## src/rtl/line_sig_pkg.sv

```systemverilog
package line_sig_pkg;

   // Feedback structure of the compaction register.
   typedef enum logic [0:0] {
      MISR_INTERNAL_XOR = 1'b0,   // taps XOR into the shifted state
      MISR_EXTERNAL_XOR = 1'b1    // parity of tapped bits enters at LSB
   } misr_form_e;

   function automatic int unsigned slot_bits(input int unsigned words);
      return $clog2(words + 1);
   endfunction

endpackage

```

## src/rtl/sig_slot_ctrl.sv

```systemverilog
module sig_slot_ctrl
   import line_sig_pkg::*;
#(
   parameter int unsigned WORDS = 16
) (
   input  logic clk,
   input  logic rst_n,
   input  logic fill_start,
   input  logic fill_is_miss,
   input  logic xfer,
   output logic active,
   output logic sig_slot,
   output logic last_slot,
   output logic chk_en
);

   localparam int unsigned CW = slot_bits(WORDS);
   localparam logic [CW-1:0] LAST = CW'(WORDS);

   logic [CW-1:0] slot_q;
   logic          active_q;
   logic          chk_q;

   generate
      if (WORDS < 1) begin : g_bad_words
         $error("sig_slot_ctrl: WORDS must be at least 1");
      end
   endgenerate

   always_ff @(posedge clk or negedge rst_n) begin
      if (!rst_n) begin
         slot_q   <= '0;
         active_q <= 1'b0;
         chk_q    <= 1'b0;
      end else if (fill_start) begin
         slot_q   <= '0;
         active_q <= 1'b1;
         chk_q    <= fill_is_miss;
      end else if (xfer && active_q) begin
         if (slot_q == LAST) begin
            slot_q   <= '0;
            active_q <= 1'b0;
         end else begin
            slot_q <= slot_q + 1'b1;
         end
      end
   end

   assign active    = active_q;
   assign sig_slot  = active_q && (slot_q == '0);
   assign last_slot = active_q && (slot_q == LAST);
   assign chk_en    = chk_q;

   p_restart_r9: assert property (@(posedge clk) disable iff (!rst_n)
      fill_start |=> (active && sig_slot));

   p_idle_after_last_r10: assert property (@(posedge clk) disable iff (!rst_n)
      (xfer && last_slot && !fill_start) |=> !active);

   p_slot_hold_r5: assert property (@(posedge clk) disable iff (!rst_n)
      (!xfer && !fill_start) |=> $stable(slot_q));

endmodule

```

## config.mk

```make
export PLATFORM = sky130hd
export DESIGN_NAME = sig_slot_ctrl
export DESIGN_NICKNAME = d
export VERILOG_FILES = /design/src/rtl/line_sig_pkg.sv /design/src/rtl/sig_slot_ctrl.sv
export SDC_FILE = /design/constraint.sdc
export NUM_CORES = 1
export LEC_CHECK = 0
export BUFFER_PORTS_ARGS = -buffer_cell sky130_fd_sc_hd__buf_2
export CORE_MARGIN = 3
export CORE_UTILIZATION = 25
export DETAILED_ROUTE_END_ITERATION = 6
export PLACE_DENSITY = 0.5
export SLEW_MARGIN = 15
export SYNTH_ARGS = -nofsm -noshare
export SYNTH_HDL_FRONTEND = slang
export SYNTH_SLANG_ARGS = --single-unit
export TNS_END_PERCENT = 10
```

## constraint.sdc

```tcl
create_clock -name clk -period 1.4 [get_ports clk]
set_input_delay 0.21 -clock clk [delete_from_list [all_inputs] [get_ports clk]]
set_output_delay 0.21 -clock clk [all_outputs]
set_load 0.005 [all_outputs]
```

**Word level (Yosys, flattened, before mapping)**

Index checks and enable logic that the tools add are counted.

- Register bits: 7
- Latch bits: 0
- Memory bits (writable): 0
- ROM bits: 0
- Output and inout port bits: 4
- Word-level logic and storage cells: 18
- Memories kept: 0

- Add/subtract/negate cells: 1
- Multipliers: 0
- Divide/modulo/power cells: 0
- Order comparisons: 0
- Equality and inequality tests: 1
- Shift operators: 0
- Multiplexer cells: 6
- Bitwise gates (word level): 0
- Reductions and logical operators: 7

Operator list:

| kind | count |
|---|---|
| $mux W5 | 3 |
| $add A5 B1 Y5 const B | 1 |
| $eq A5 B5 Y1 const B | 1 |
| $logic_not A5 Y1 | 1 |
| $reduce_bool A2 Y1 | 2 |
| $logic_and A1 B1 Y1 | 3 |
| $mux W1 | 3 |
| $reduce_and A2 Y1 | 1 |

**Depth between registers and ports, before layout**

Gate-level depths: netlist (run 1).

- Word-level depth: 4
- Mapped depth: 5
- Depth with buffers taken out: 5

**Worst setup path before layout (run 1)**

OpenSTA, ideal clock, no wires.

- Path type: flip-flop to flip-flop
- Start: register slot_q[0]
- End: register slot_q[3]
- Setup time: 0.126 ns
- Arrival time: 1.186 ns
- Required time: 1.274 ns
- Slack: 0.089 ns
- Stages on the path, launching flop included: 6
- Path buffers: 0
- Period minus slack after synthesis: 1.311 ns
- Cells stage by stage: dfrtp_1 inv_1 ha_1 nor3b_1 a41o_2 a21oi_1

- Longest elaborated chain between the ends: 4
- Elaborated cells between the ends (all ways): 5
- Classes of those cells: add/sub (1); eq/ne (1); mux (3)

RTL lines:

| item | RTL line | source |
|---|---|---|
| start: declaration | sig_slot_ctrl.sv:20 | `logic [CW-1:0] slot_q;` |
| start signal: assignment | sig_slot_ctrl.sv:44 | `slot_q <= slot_q + 1'b1;` |
| $add A5 B1 Y5 / $eq A5 B5 Y1 (equally long branches) | sig_slot_ctrl.sv:44, sig_slot_ctrl.sv:40 |  |
| $mux W5 (*) | sig_slot_ctrl.sv:40 | `if (slot_q == LAST) begin` |
| $mux W5 (*) | sig_slot_ctrl.sv:39 | `end else if (xfer && active_q) begin` |
| $mux W5 (*) | sig_slot_ctrl.sv:35 | `end else if (fill_start) begin` |

Mark *: on every way between the ends. The rest lies on a longest branch, timed or not. The select of a mux whose other input is x is not followed.
A chain may end at the register's enable or synchronous reset.

**Worst setup path in the final report (run 1)**

- Start: register slot_q[0]
- End: output last_slot

- Longest elaborated chain between the ends: 2

RTL lines:

| item | RTL line | source |
|---|---|---|
| $eq A5 B5 Y1 | sig_slot_ctrl.sv:51 | `assign last_slot = active_q && (slot_q == LAST);` |
| $logic_and A1 B1 Y1 | sig_slot_ctrl.sv:51 |  |
| end: declaration | sig_slot_ctrl.sv:13 | `output logic last_slot,` |

No other way between the ends.

==> run_results.csv, run 1 <==
group,metric,value,unit
outcome,outcome,"finished, violations left",
outcome,violations,"negative setup slack",
placement,dp_cells,63,
grt,grt_pass1_wl,1.32,mm
synth,synth_fa_ha_area_frac,0.0673,
placement,hpwl,572,um
timing,worst_slew_pin_slew,0.288,ns
synth,syn_nets,45,
placement,gp_congestion,0.680,
worst_setup_path,worst_setup_path_start_kind,"flip-flop",
timing,setup_tns,-0.246,ns
die,die_area,0.00199,sq mm
layout,instances_no_fill,70,
detailed_routing,drtIter0Drc,1,
detailed_routing,totalWireLength,733,um
grt,grt_max_degree,11,
pwr,p_sw_frac,0.239,
timing,finalSetupViolCount,2,
placement,pre_cts_ws,0.0245,ns
pwr,power.switching,0.118,mW
die,ioPinCount,9,
timing,slew_viol_final,0,
die,start_util,0.275,
cts,numCtsBuffers,3,
layout,stdcell_area,508,sq um
worst_setup_path,crit_fanout,4,
detailed_routing,drt_pass1_iterations,2,
synth,synth_top_family_by_area,"simple AND/OR/NAND/NOR gates",
placement,place_area,445,sq um
grt,track_usage,0.0916,
pwr,pwr-share-seq,0.438,
synth,synthCells,38,
detailed_routing,via_per_inst,4.79,
layout,drive_above_1_share,0.382,
synth,yosys_warnings,0,
detailed_routing,via_count,335,
placement,io_buffer_count,8,
timing,fin_skew,0.000649,ns
pwr,p_leak,0.241,nW
timing,slew_headroom,0.808,
die,coreArea,0.00135,sq mm
detailed_routing,ant_nets,0,
synth,synthMuxAreaShare,0.0303,
cts,clock_latency,0.25,ns
worst_setup_path,path_delay_family,"flip-flops",
detailed_routing,wl_per_cell,10.5,um
worst_setup_path,critPathSlowestCell,"dfrtp_1",
cts,cts_tree,"yes",
synth,synthXorXnorAreaFrac,0.0471,
timing,max_freq,656,MHz
detailed_routing,drcViolationCount,0,
min_path,min_path_type,"input port to flip-flop",
synth,synth-compound-area-share,0.141,
cts,cts_root_buf,"clkbuf_4",
pwr,power_frac_comb,0.197,
timing,rsz0062_at_grt,"yes",
timing,fin_crit_sh,1.09,
worst_setup_path,crit_arrival,1.32,ns
cts,clockBufferDepth,2,
pwr,power,0.495,mW
worst_setup_path,critical_path_required,1.19,ns
worst_setup_path,critPathBufInv,2,
synth,yosysSeqAreaShare,0.471,
timing,period_needed,1.53,ns
die,die_w,44.6,um
synth,synth_seq_cells,7,
cts,htreeDepth,1,
die,die_h,44.6,um
synth,syn_area_per_cell,9.78,sq um
worst_setup_path,crit_chain,"inv_2 -> ha_1 -> nor3b_4 -> and3_1 -> buf_2",
job,cap_violations,0,
layout,nets,63,
die,rows,13,
timing,hold_viol_final,0,
grt,overflow,0,
cts,clk_pin_slew,0.05,ns
cts,clock_sinks,7,
grt,grt_pass1_vias,317,
timing,fin_ws,-0.126,ns
layout,fillerInstances,148,
pwr,cellPowerDensity,975,mW/mm^2
synth,syn_area,372,sq um
synth,yosys.area_share.simple,0.202,
worst_setup_path,critPathMaxStageDelay,0.38,ns
pwr,pwr-share-clk,0.365,
synth,synth.distinct_cells,19,
layout,area_growth,36.7,%
worst_setup_path,end_kind,"output pin",
layout,n_antenna_cell,0,
grt,antenna_found_initial,0,
worst_setup_path,path_class,"flip-flop to output pin",
pwr,peakVddDrop,0.394,mV
pwr,p_int,0.377,mW
-- Yosys cell counts (all sizes together) --
cell,n,share of area
ha,2,0.067
a21o,1,0.020
nor3b,1,0.020
inv,2,0.020
buf,1,0.020
xnor2,1,0.024
nand3,4,0.054
mux2,1,0.030
or3,2,0.034
xor2,1,0.024
a21oi,4,0.064
nand4,1,0.017
dfrtp,7,0.47
nor2,3,0.030
nand2,3,0.030
a41o,1,0.030
and3,1,0.017
o21ai,2,0.027
-- worst register-to-register path, cell delays in order, from the launching register on --
cell and delay, ns:
dfrtp_1 0.35, inv_2 0.04, ha_1 0.18, nor3b_4 0.15, buf_4 0.13, a41o_2 0.29
a21oi_1 0.12
-- final cells by class --
class / count / area, sq um / share of cell area
flip-flops and latches: 7 / 175 / 0.345
repair buffers: 14 / 87.6 / 0.172
inverters: 2 / 7.51 / 0.0148
well taps: 15 / 18.8 / 0.0369
clock buffers: 4 / 26.3 / 0.0517
multi-input cells: 28 / 193 / 0.379
-- kinds of logic (layout without fill, tap and decap cells) --
family | count (synthesis) | count (layout)
AND/OR/NAND/NOR | 15 | 15
AO/OA/AOI/OAI | 8 | 8
flip-flops | 7 | 7
buffers and inverters | 3 | 20
adder cells (fa/ha/maj) | 2 | 2
XOR/XNOR | 2 | 2
multiplexers | 1 | 1
-- metal layers --
layer / part of all wire / track usage
met2: 0.47 / 0.143
met1: 0.45 / 0.104
met4: 0 / 0.0181
met5: 0 / 0
met3: 0.074 / 0.0610
-- per-stage QoR --
step                hold slack, ns   util
finish                       0.193  0.376
global route                 0.185  0.376
CTS                          0.185  0.376
detailed placement          0.0530  0.330
global placement            0.0554  0.330
floorplan                  -0.0856      -
-- cells in the final DEF, fill, tap and decap left out, types with 2 or more instances in the layout --
cell / count
a21oi_1: 3
buf_4: 5
nor2_1: 3
ha_1: 2
o21ai_0: 2
nand2_1: 3
clkbuf_4: 3
or3_1: 2
dfrtp_1: 7
buf_2: 8
nand3_1: 4
-- state kept, by name (all words and copies together) (netlist names) --
register,cells
chk_en,1
active,1
slot_q,5
-- repair_timing --
action | CTS | global route
hold endpoints to repair | 7 | 0
pin swaps | 1 | 0
setup endpoints to repair | 2 | 5
cloned | 0 | 0
hold buffers | 1 | 0
buffers inserted | 3 | 0
gates resized for setup | 3 | 0
-- power by group through the flow --
stage | sequential (mW) | combinational [mW] | clock, mW
floorplan | 0.221 | 0.0353 | 0
global route | 0.218 | 0.110 | 0.211
CTS | 0.217 | 0.0990 | 0.191
global placement | 0.219 | 0.0790 | 0
detailed placement | 0.220 | 0.0798 | 0
finish | 0.217 | 0.0976 | 0.181
-- final timing paths --
kind | startpoint | end | slack, ns | cells past startpoint
min in group asynchronous | rst_n | slot_q[4]$_DFFE_PN0P_ | 0.32 | 2
max | slot_q[0]$_DFFE_PN0P_ | last_slot | -0.13 | 5
max in group asynchronous | rst_n | chk_en$_DFFE_PN0P_ | 0.93 | 2
max reg2reg | slot_q[0]$_DFFE_PN0P_ | slot_q[4]$_DFFE_PN0P_ | 0.05 | 6
min | fill_is_miss | chk_en$_DFFE_PN0P_ | 0.19 | 2
min reg2reg | chk_en$_DFFE_PN0P_ | chk_en$_DFFE_PN0P_ | 0.51 | 1
Note: power is estimated with default switching activity, not from simulation.
==> run 2, diff against run 1 <==
--- a/config.mk
+++ b/config.mk
@@ -10,6 +10,7 @@
 export CORE_UTILIZATION = 25
 export DETAILED_ROUTE_END_ITERATION = 6
 export PLACE_DENSITY = 0.5
+export RECOVER_POWER = 25
 export SLEW_MARGIN = 15
 export SYNTH_ARGS = -nofsm -noshare
 export SYNTH_HDL_FRONTEND = slang
==> run 2 against run 1 <==
Compared with the run above: the run still ends with negative setup slack left; global-route usage stayed put; clock-buffer cell count stayed put; maximum frequency did not move; core utilization down 0.093 points; hold slack did not move; sequential power barely moved; wire length is 0.27% lower; via count did not move; setup slack did not move; critical path type unchanged; critical endpoint unchanged; largest power group unchanged.
==> run_results.csv, run 2 (synthesis results as in run 1) <==
group,metric,value,unit
worst_setup_path,path_class,"flip-flop to output pin",
layout,layout_common_cells,"dfrtp_1, buf_2, buf_4, nand3_1",
cts,cts_tree,"yes",
worst_setup_path,crit_chain,"inv_2 -> ha_1 -> nor3b_4 -> and3_1 -> buf_2",
layout,nets,63,
detailed_routing,via_per_inst,4.79,
worst_setup_path,r2r_setup_slack,0.05,ns
cts,clockBufferDepth,2,
worst_setup_path,critPathBufInv,2,
placement,gp_congestion,0.680,
pwr,peakVddDrop,0.394,mV
detailed_routing,drt_pass1_iterations,2,
cts,htreeDepth,1,
min_path,min_path_type,"input port to flip-flop",
detailed_routing,via_count,335,
placement,hpwl,572,um
die,start_util,0.275,
layout,drive_above_1_share,0.364,
grt,grt_pass1_wl,1.32,mm
worst_setup_path,critPathMaxStageDelay,0.38,ns
layout,area_growth,36.4,%
worst_setup_path,worst_setup_path_start_kind,"flip-flop",
worst_setup_path,critical_path_required,1.19,ns
grt,overflow,0,
cts,cts_root_buf,"clkbuf_4",
die,rows,13,
detailed_routing,drcViolationCount,0,
detailed_routing,totalWireLength,731,um
worst_setup_path,end_kind,"output pin",
pwr,p_leak,0.238,nW
pwr,power,0.495,mW
worst_setup_path,rr_worst_depth,6,
detailed_routing,ant_nets,0,
worst_setup_path,crit_fanout,4,
worst_setup_path,rr_startpoint,"slot_q[0]$_DFFE_PN0P_",
timing,worst_slew_pin_slew,0.373,ns
worst_setup_path,r2r-end,"slot_q[4]$_DFFE_PN0P_",
outcome,outcome,"finished, violations left",
job,cap_violations,0,
grt,track_usage,0.0916,
timing,fin_crit_sh,1.09,
grt,grt_max_degree,11,
cts,clk_pin_slew,0.05,ns
worst_setup_path,cp-startpoint,"slot_q[0]$_DFFE_PN0P_",
layout,largest_reg_flops,5,
timing,hold_viol_final,0,
die,die_area,0.00199,sq mm
timing,finalSetupViolCount,2,
detailed_routing,wl_per_cell,10.4,um
pwr,cellPowerDensity,976,mW/mm^2
layout,n_antenna_cell,0,
grt,grt_pass1_vias,317,
timing,fin_skew,0.000649,ns
outcome,violations,"negative setup slack",
die,die_h,44.6,um
detailed_routing,drtIter0Drc,1,
die,ioPinCount,9,
worst_setup_path,endpoint,"last_slot",
timing,slew_headroom,0.751,
worst_setup_path,crit_arrival,1.32,ns
timing,slew_viol_final,0,
layout,regMostFlops,"slot_q",
worst_setup_path,critical_path_depth,5,
timing,rsz0062_at_grt,"yes",
die,coreArea,0.00135,sq mm
worst_setup_path,path_delay_family,"flip-flops",
timing,fin_ws,-0.126,ns
timing,period_needed,1.53,ns
grt,antenna_found_initial,0,
cts,numCtsBuffers,3,
die,die_w,44.6,um
placement,io_buffer_count,8,
cts,clock_latency,0.25,ns
cts,clock_sinks,7,
timing,max_freq,656,MHz
worst_setup_path,critPathSlowestCell,"dfrtp_1",
timing,setup_tns,-0.246,ns
## run 2: area by class of cell
cell class                 instances  area (sq um)
fill                             149           843
multi-input combinational         28           193
sequential                         7           175
timing repair buffer              14          86.3
clock buffer                       4          26.3
tap                               15          18.8
inverter                           2          7.51
## run 2: report_power, final
group / leakage (nW) / internal, mW / total (mW) / switching, mW
combinational: 0.134 / 0.0564 / 0.0972 / 0.0408
sequential: 0.0888 / 0.212 / 0.217 / 0.00547
clock: 0.0150 / 0.109 / 0.181 / 0.0719
total: 0.238 / 0.377 / 0.495 / 0.118
## run 2: what timing repair did
item	4_1_cts	5_1_grt
setup endpoints to repair	2	5
resized for setup	3	0
setup buffers	3	0
endpoints found under the hold margin	7	0
hold buffers	1	0
pin swaps	1	0
## run 2: worst min path at each step
stage,slack [ns],endpoint,start,cells past startpoint
floorplan,-0.09,active$_DFFE_PN0P_,rst_n,0
global placement,0.06,slot_q[3]$_DFFE_PN0P_,rst_n,1
detailed placement,0.05,slot_q[4]$_DFFE_PN0P_,rst_n,1
CTS,0.19,chk_en$_DFFE_PN0P_,fill_is_miss,2
finish,0.19,chk_en$_DFFE_PN0P_,fill_is_miss,2
global route,0.18,chk_en$_DFFE_PN0P_,fill_is_miss,2
## run 2: through the flow
step,util,worst slack [ns],cell area [sq um],std cells,hold slack (ns)
floorplan,-,0.0887,372,38,-0.0856
global placement,0.330,0.0401,445,63,0.0554
detailed placement,0.330,0.0245,445,63,0.0530
CTS,0.376,-0.139,508,70,0.185
global route,0.375,-0.241,507,70,0.185
finish,0.375,-0.126,507,70,0.193
## run 2: worst register-to-register path, cell delays in order, from the launching register on
cell	delay, ns
dfrtp_1	0.35
inv_2	0.04
ha_1	0.18
nor3b_4	0.15
buf_4	0.13
a41o_2	0.29
a21oi_1	0.12
## run 2: layer usage
| metal | GRT usage | vias up | part of all wire |
|---|---|---|---|
| met2 | 0.143 | 7 | 0.47 |
| met5 | 0 | - | 0 |
| li1 | - | 169 | - |
| met4 | 0.0181 | 0 | 0 |
| met3 | 0.0610 | 0 | 0.074 |
| met1 | 0.104 | 159 | 0.45 |
